File: src/rtl/pfd_pkg.sv
`timescale 1ns/1ps
package pfd_pkg;

    typedef struct packed {
        logic up;
        logic dn;
    } pfd_err_t;

    // Map internal error flags to pump direction according to oscillator slope.
    function automatic pfd_err_t orient(pfd_err_t e, logic pos_slope);
        pfd_err_t o;
        if (pos_slope) begin
            o = e;
        end else begin
            o.up = e.dn;
            o.dn = e.up;
        end
        return o;
    endfunction

    function automatic logic err_active(pfd_err_t e);
        return e.up | e.dn;
    endfunction

endpackage

File: src/rtl/pfd_detector_core.sv
`timescale 1ns/1ps
module pfd_detector_core
    import pfd_pkg::*;
(
    input  logic     clk,
    input  logic     rst,
    input  logic     flush,
    input  logic     ref_stb,
    input  logic     vco_stb,
    output pfd_err_t err_q
);

    logic meet;
    assign meet = err_q.up & err_q.dn;

    always_ff @(posedge clk) begin
        if (rst || flush) begin
            err_q <= '0;
        end else if (meet) begin
            err_q <= '0;
        end else begin
            err_q.up <= err_q.up | ref_stb;
            err_q.dn <= err_q.dn | vco_stb;
        end
    end

    // overlapping flags are removed one clock after they meet
    assert_overlap_clear_R2: assert property (@(posedge clk) disable iff (rst)
        (err_q.up && err_q.dn) |=> (!err_q.up && !err_q.dn));

endmodule

File: src/rtl/pfd_pd_gate.sv
`timescale 1ns/1ps
module pfd_pd_gate (
    input  logic clk,
    input  logic rst,
    input  logic pd_req,
    input  logic peer_pd_req,
    input  logic pump_idle,
    output logic pd_active,
    output logic div_en,
    output logic shared_off
);

    logic pd_q;

    always_ff @(posedge clk) begin
        if (rst) begin
            pd_q <= 1'b0;
        end else if (!pd_req) begin
            pd_q <= 1'b0;
        end else if (pump_idle) begin
            pd_q <= 1'b1;
        end
    end

    assign pd_active  = pd_q;
    assign div_en     = ~pd_q;
    assign shared_off = pd_q & peer_pd_req;

    // power-down only enters after an idle pump instant
    assert_pd_deferred_R7: assert property (@(posedge clk) disable iff (rst)
        $rose(pd_q) |-> $past(pump_idle));

endmodule

File: src/rtl/pfd_lock_monitor.sv
`timescale 1ns/1ps
module pfd_lock_monitor #(
    parameter int LOCK_CYCLES  = 8,
    parameter int WIDTH_THRESH = 2
) (
    input  logic clk,
    input  logic rst,
    input  logic clear,
    input  logic active,
    output logic lock_o
);

    localparam int WCNT_W = $clog2(WIDTH_THRESH + 2);
    localparam int GOOD_W = $clog2(LOCK_CYCLES + 1);
    localparam logic [WCNT_W-1:0] THR  = WCNT_W'(WIDTH_THRESH);
    localparam logic [GOOD_W-1:0] LAST = GOOD_W'(LOCK_CYCLES - 1);

    logic [WCNT_W-1:0] wcnt_q;
    logic [GOOD_W-1:0] good_q;
    logic              locked_q;
    logic              over;
    logic              pulse_end;

    assign over      = active && (wcnt_q >= THR);
    assign pulse_end = !active && (wcnt_q != '0);

    always_ff @(posedge clk) begin
        if (rst || clear) begin
            wcnt_q   <= '0;
            good_q   <= '0;
            locked_q <= 1'b0;
        end else begin
            if (active) begin
                if (wcnt_q <= THR) begin
                    wcnt_q <= wcnt_q + 1'b1;
                end
            end else begin
                wcnt_q <= '0;
            end

            if (over) begin
                good_q   <= '0;
                locked_q <= 1'b0;
            end else if (pulse_end && (wcnt_q <= THR)) begin
                if (good_q >= LAST) begin
                    locked_q <= 1'b1;
                end else begin
                    good_q <= good_q + 1'b1;
                end
            end
        end
    end

    assign lock_o = locked_q & ~active;

    // a pulse over the width threshold clears lock
    assert_wide_unlocks_R12: assert property (@(posedge clk) disable iff (rst)
        (active && !clear && (wcnt_q >= THR)) |=> !locked_q);

    // lock only rises at the end of a narrow pulse
    assert_lock_on_pulse_end_R10: assert property (@(posedge clk) disable iff (rst)
        $rose(locked_q) |-> $past(pulse_end));

endmodule

File: src/rtl/pfd_gated.sv
`timescale 1ns/1ps
module pfd_gated
    import pfd_pkg::*;
#(
    parameter int LOCK_CYCLES  = 8,
    parameter int WIDTH_THRESH = 2
) (
    input  logic clk,
    input  logic rst,
    input  logic ref_stb,
    input  logic vco_stb,
    input  logic pos_slope,
    input  logic force_hiz,
    input  logic pd_req,
    input  logic peer_pd_req,
    output logic pump_up,
    output logic pump_dn,
    output logic pump_hiz,
    output logic lock_det,
    output logic div_en,
    output logic shared_off
);

    pfd_err_t err_q;
    pfd_err_t drive;
    logic     pd_active;
    logic     idle;

    pfd_detector_core u_core (
        .clk     (clk),
        .rst     (rst),
        .flush   (pd_active),
        .ref_stb (ref_stb),
        .vco_stb (vco_stb),
        .err_q   (err_q)
    );

    assign idle  = ~err_active(err_q);
    assign drive = orient(err_q, pos_slope);

    pfd_pd_gate u_gate (
        .clk         (clk),
        .rst         (rst),
        .pd_req      (pd_req),
        .peer_pd_req (peer_pd_req),
        .pump_idle   (idle),
        .pd_active   (pd_active),
        .div_en      (div_en),
        .shared_off  (shared_off)
    );

    pfd_lock_monitor #(
        .LOCK_CYCLES  (LOCK_CYCLES),
        .WIDTH_THRESH (WIDTH_THRESH)
    ) u_lock (
        .clk    (clk),
        .rst    (rst),
        .clear  (pd_active),
        .active (~idle),
        .lock_o (lock_det)
    );

    assign pump_up  = drive.up & ~force_hiz;
    assign pump_dn  = drive.dn & ~force_hiz;
    assign pump_hiz = force_hiz | idle;

    // a reference strobe on a running, non-overlapping detector arms the up flag
    assert_ref_arms_R1: assert property (@(posedge clk) disable iff (rst)
        (ref_stb && !pd_active && !(err_q.up && err_q.dn)) |=> err_q.up);

    // the shared disable is never raised while this divider still runs
    assert_shared_off_R9: assert property (@(posedge clk) disable iff (rst)
        shared_off |-> !div_en);

endmodule

File: config.mk
export PLATFORM = sky130hd
export DESIGN_NAME = pfd_gated
export DESIGN_NICKNAME = d
export VERILOG_FILES = /design/src/rtl/pfd_pkg.sv /design/src/rtl/pfd_detector_core.sv /design/src/rtl/pfd_pd_gate.sv /design/src/rtl/pfd_lock_monitor.sv /design/src/rtl/pfd_gated.sv
export SDC_FILE = /design/constraint.sdc
export NUM_CORES = 1
export LEC_CHECK = 0
export BUFFER_PORTS_ARGS = -buffer_cell sky130_fd_sc_hd__buf_2
export CORE_AREA = 2 2 39 41
export CTS_CLUSTER_SIZE = 28
export DETAILED_ROUTE_END_ITERATION = 6
export DIE_AREA = 0 0 41 43
export PLACE_DENSITY = 0.6
export SLEW_MARGIN = 20
export SYNTH_ARGS = -nofsm -noshare
export SYNTH_HDL_FRONTEND = slang
export SYNTH_SLANG_ARGS = --single-unit
export TNS_END_PERCENT = 100
File: constraint.sdc
create_clock -name clk -period 1.8 [get_ports clk]
set_input_delay 0.09 -clock clk [delete_from_list [all_inputs] [get_ports clk]]
set_output_delay 0.09 -clock clk [all_outputs]
set_load 0.02 [all_outputs]
==> flow_summary_export.csv <==
group,metric,value,unit
outcome,status,"finished clean",
clocking,post-cts-setup-buffer-count,0,
place,dp_hpwl,712,µm
floorplanning,num_io_pins,14,
timing,period_needed,1660,ps
clocking,clock_latency,260,ps
global_route,grt_max_degree,9,
clocking,cts_buffers,3,
timing,slew_headroom,0.614,
worst_setup_path,critPathKind,"reg2reg",
synthesis,synth_fa_ha_area_frac,0.0966,
global_route,gr-total-overflow,0,
clocking,cts.path.max_buffers,2,
timing,finalHoldViolations,0,
synthesis,synth_top_area_cell,"dfxtp_1",
synthesis,yosys.area_share.simple,0.239,
routing,first_pass_iters,2,
timing,fin_crit_sh,0.921,
worst_setup_path,required,1990,ps
hold_path,holdCritPathClass,"in2reg",
timing,setup_violations,0,
layout,drive_gt1_frac,0.276,
timing,rsz0062_at_grt,"no",
routing,drt_first_iter_violations,6,
layout,areaGrowthSynthToFinish,20.0,%
routing,remaining_drc_errors,0,
clocking,ctsHoldBuffers,0,
synthesis,synth_area_leaders,"dfxtp_1, ha_1, mux2i_1",
clocking,ctsRootBufferMaster,"clkbuf_4",
clocking,clk_pin_slew,60,ps
timing,clock_skew,3.23,ps
place,numPortBuffers,13,
floorplanning,die_w,41,µm
layout,final_cell_mix,"buf_2, nor2_1, dfxtp_1",
timing,setup_tns,0,ps
synthesis,synthMuxAreaShare,0.0773,
worst_setup_path,critPathMaxFanout,5,
layout,num_antenna_cells,0,
job,cap_viol_max_count,0,
synthesis,synth_compound_area_frac,0.126,
clocking,cts-htree-levels,1,
floorplanning,die_h,43,µm
layout,final_cells,92,
routing,via_count,457,
worst_setup_path,worstPathArrival,1850,ps
synthesis,synth_top_family_by_area,"simple AND/OR/NAND/NOR gates",
synthesis,synth_cell_types,22,
power_and_ir_drop,p_leak,0.000285,µW
layout,nets,90,
clocking,cts_tree,"built",
layout,final_core_util,0.449,
worst_setup_path,startpoint_type,"flop",
worst_setup_path,cp-end-kind,"flop",
synthesis,synth_xor_area_frac,0.0169,
timing,drv_slew,0,
place,place.gp.congestion,0.640,
routing,wire_per_inst,9.65,µm
clocking,ctsResizeCount,0,
floorplanning,core,1380,µm²
floorplanning,std_cell_rows,14,
global_route,grt_pass1_wl,1530,µm
routing,routed_wl,888,µm
power_and_ir_drop,vdd_ir_drop_max,371,µV
power_and_ir_drop,finalPower,471,µW
power_and_ir_drop,cellPowerDensity,757,nW/µm²
layout,layout_commonest_cell,"buf_2",
synthesis,synth_seq_cells,10,
synthesis,synthCells,60,
synthesis,synth_top_area_frac,0.386,
synthesis,synth.net_count,72,
global_route,antenna_found_initial,0,
clocking,cts_sinks,10,
routing,vias_per_cell,4.97,
floorplanning,start_util,0.374,
synthesis,syn_area_per_cell,8.63,µm²
timing,tightest_slew,573,ps
synthesis,ys_warn_count,0,
synthesis,synth_seq_area_share,0.386,
routing,antenna_left,0,
synthesis,syn-cell-area,518,µm²
global_route,grt_usage,0.130,
global_route,grt_pass1_vias,408,
place,dpl.cell_count,89,
floorplanning,die_area,1760,µm²
timing,fmax,0.603,GHz
worst max-delay path, stage by stage, from the launching register on:
cell,delay [ps]
dfxtp_1,340
ha_1,250
or4_4,550
or3_1,320
a21oi_1,130
synthesized netlist by cell type, drive strengths merged:
| library cell | number |
|---|---|
| nor4 | 1 |
| dfxtp | 10 |
| a21o | 1 |
| nor2 | 10 |
| buf | 1 |
| nand3 | 1 |
| a21oi | 6 |
| nor3b | 1 |
| inv | 5 |
| nand4 | 1 |
| ha | 4 |
| o21ai | 4 |
| and2 | 2 |
| mux2i | 4 |
| or3 | 1 |
| a31oi | 1 |
| or4 | 1 |
| or2 | 1 |
| and2b | 1 |
| xor2 | 1 |
| nor2b | 1 |
| nor3 | 2 |
through the flow:
stage          cell area (µm²)  setup slack, ps  hold slack (ps)
2_1_floorplan              518              208              166
3_3_place_gp               599              175              313
3_5_place_dp               599              151              315
4_1_cts                    622              135             39.8
5_1_grt                    622             63.9             44.8
6_report                   622              142             44.8
path summary, 6_finish.rpt:
kind                                  from                       endpoint  slack [ps]  cells past startpoint
max          u_lock.wcnt_q[1]$_SDFFE_PP0P_  u_lock.good_q[0]$_SDFFE_PP0P_         140                      4
min                                    rst     u_core.err_q[0]$_SDFF_PP0_          40                      2
max reg2reg  u_lock.wcnt_q[1]$_SDFFE_PP0P_  u_lock.good_q[0]$_SDFFE_PP0P_         140                      4
min reg2reg   u_lock.locked_q$_SDFFE_PP0P_   u_lock.locked_q$_SDFFE_PP0P_         460                      2
registers in the layout (all words and copies together), names as in the netlist:
signal            cells
u_lock.good_q         4
u_core.err_q          2
u_lock.wcnt_q         2
u_gate.pd_active      1
u_lock.locked_q       1
layer usage:
layer	share of wire	vias up	track usage	wire length, µm
met4	0.010	0	0.0600	9
met3	0.038	2	0.0628	34
met5	0	-	0	0
li1	-	240	-	-
met2	0.49	4	0.194	434
met1	0.46	211	0.150	410
kinds of logic after synthesis:
| family | after synthesis |
|---|---|
| adders and majority gates | 4 |
| AOI/OAI and AO/OA | 12 |
| muxes | 4 |
| xor gates and xnor gates | 1 |
| and+or+nand+nor | 23 |
| buffers and inverters | 6 |
| DFF | 10 |
report_power, final:
| part | switching, µW | internal [µW] | total [µW] |
|---|---|---|---|
| clock network | 68.2 | 76.8 | 145 |
| logic | 41.6 | 37.1 | 78.6 |
| registers | 15.1 | 232 | 247 |
final cells by class:
type / count / area, µm²
Sequential cell: 10 / 200
Fill cell: 149 / 762
Multi-Input combinational cell: 44 / 288
Timing Repair Buffer: 14 / 72.6
Clock buffer: 3 / 22.5
Inverter: 5 / 18.8
Tap cell: 16 / 20.0
Note: power is estimated with default switching activity, not from simulation.
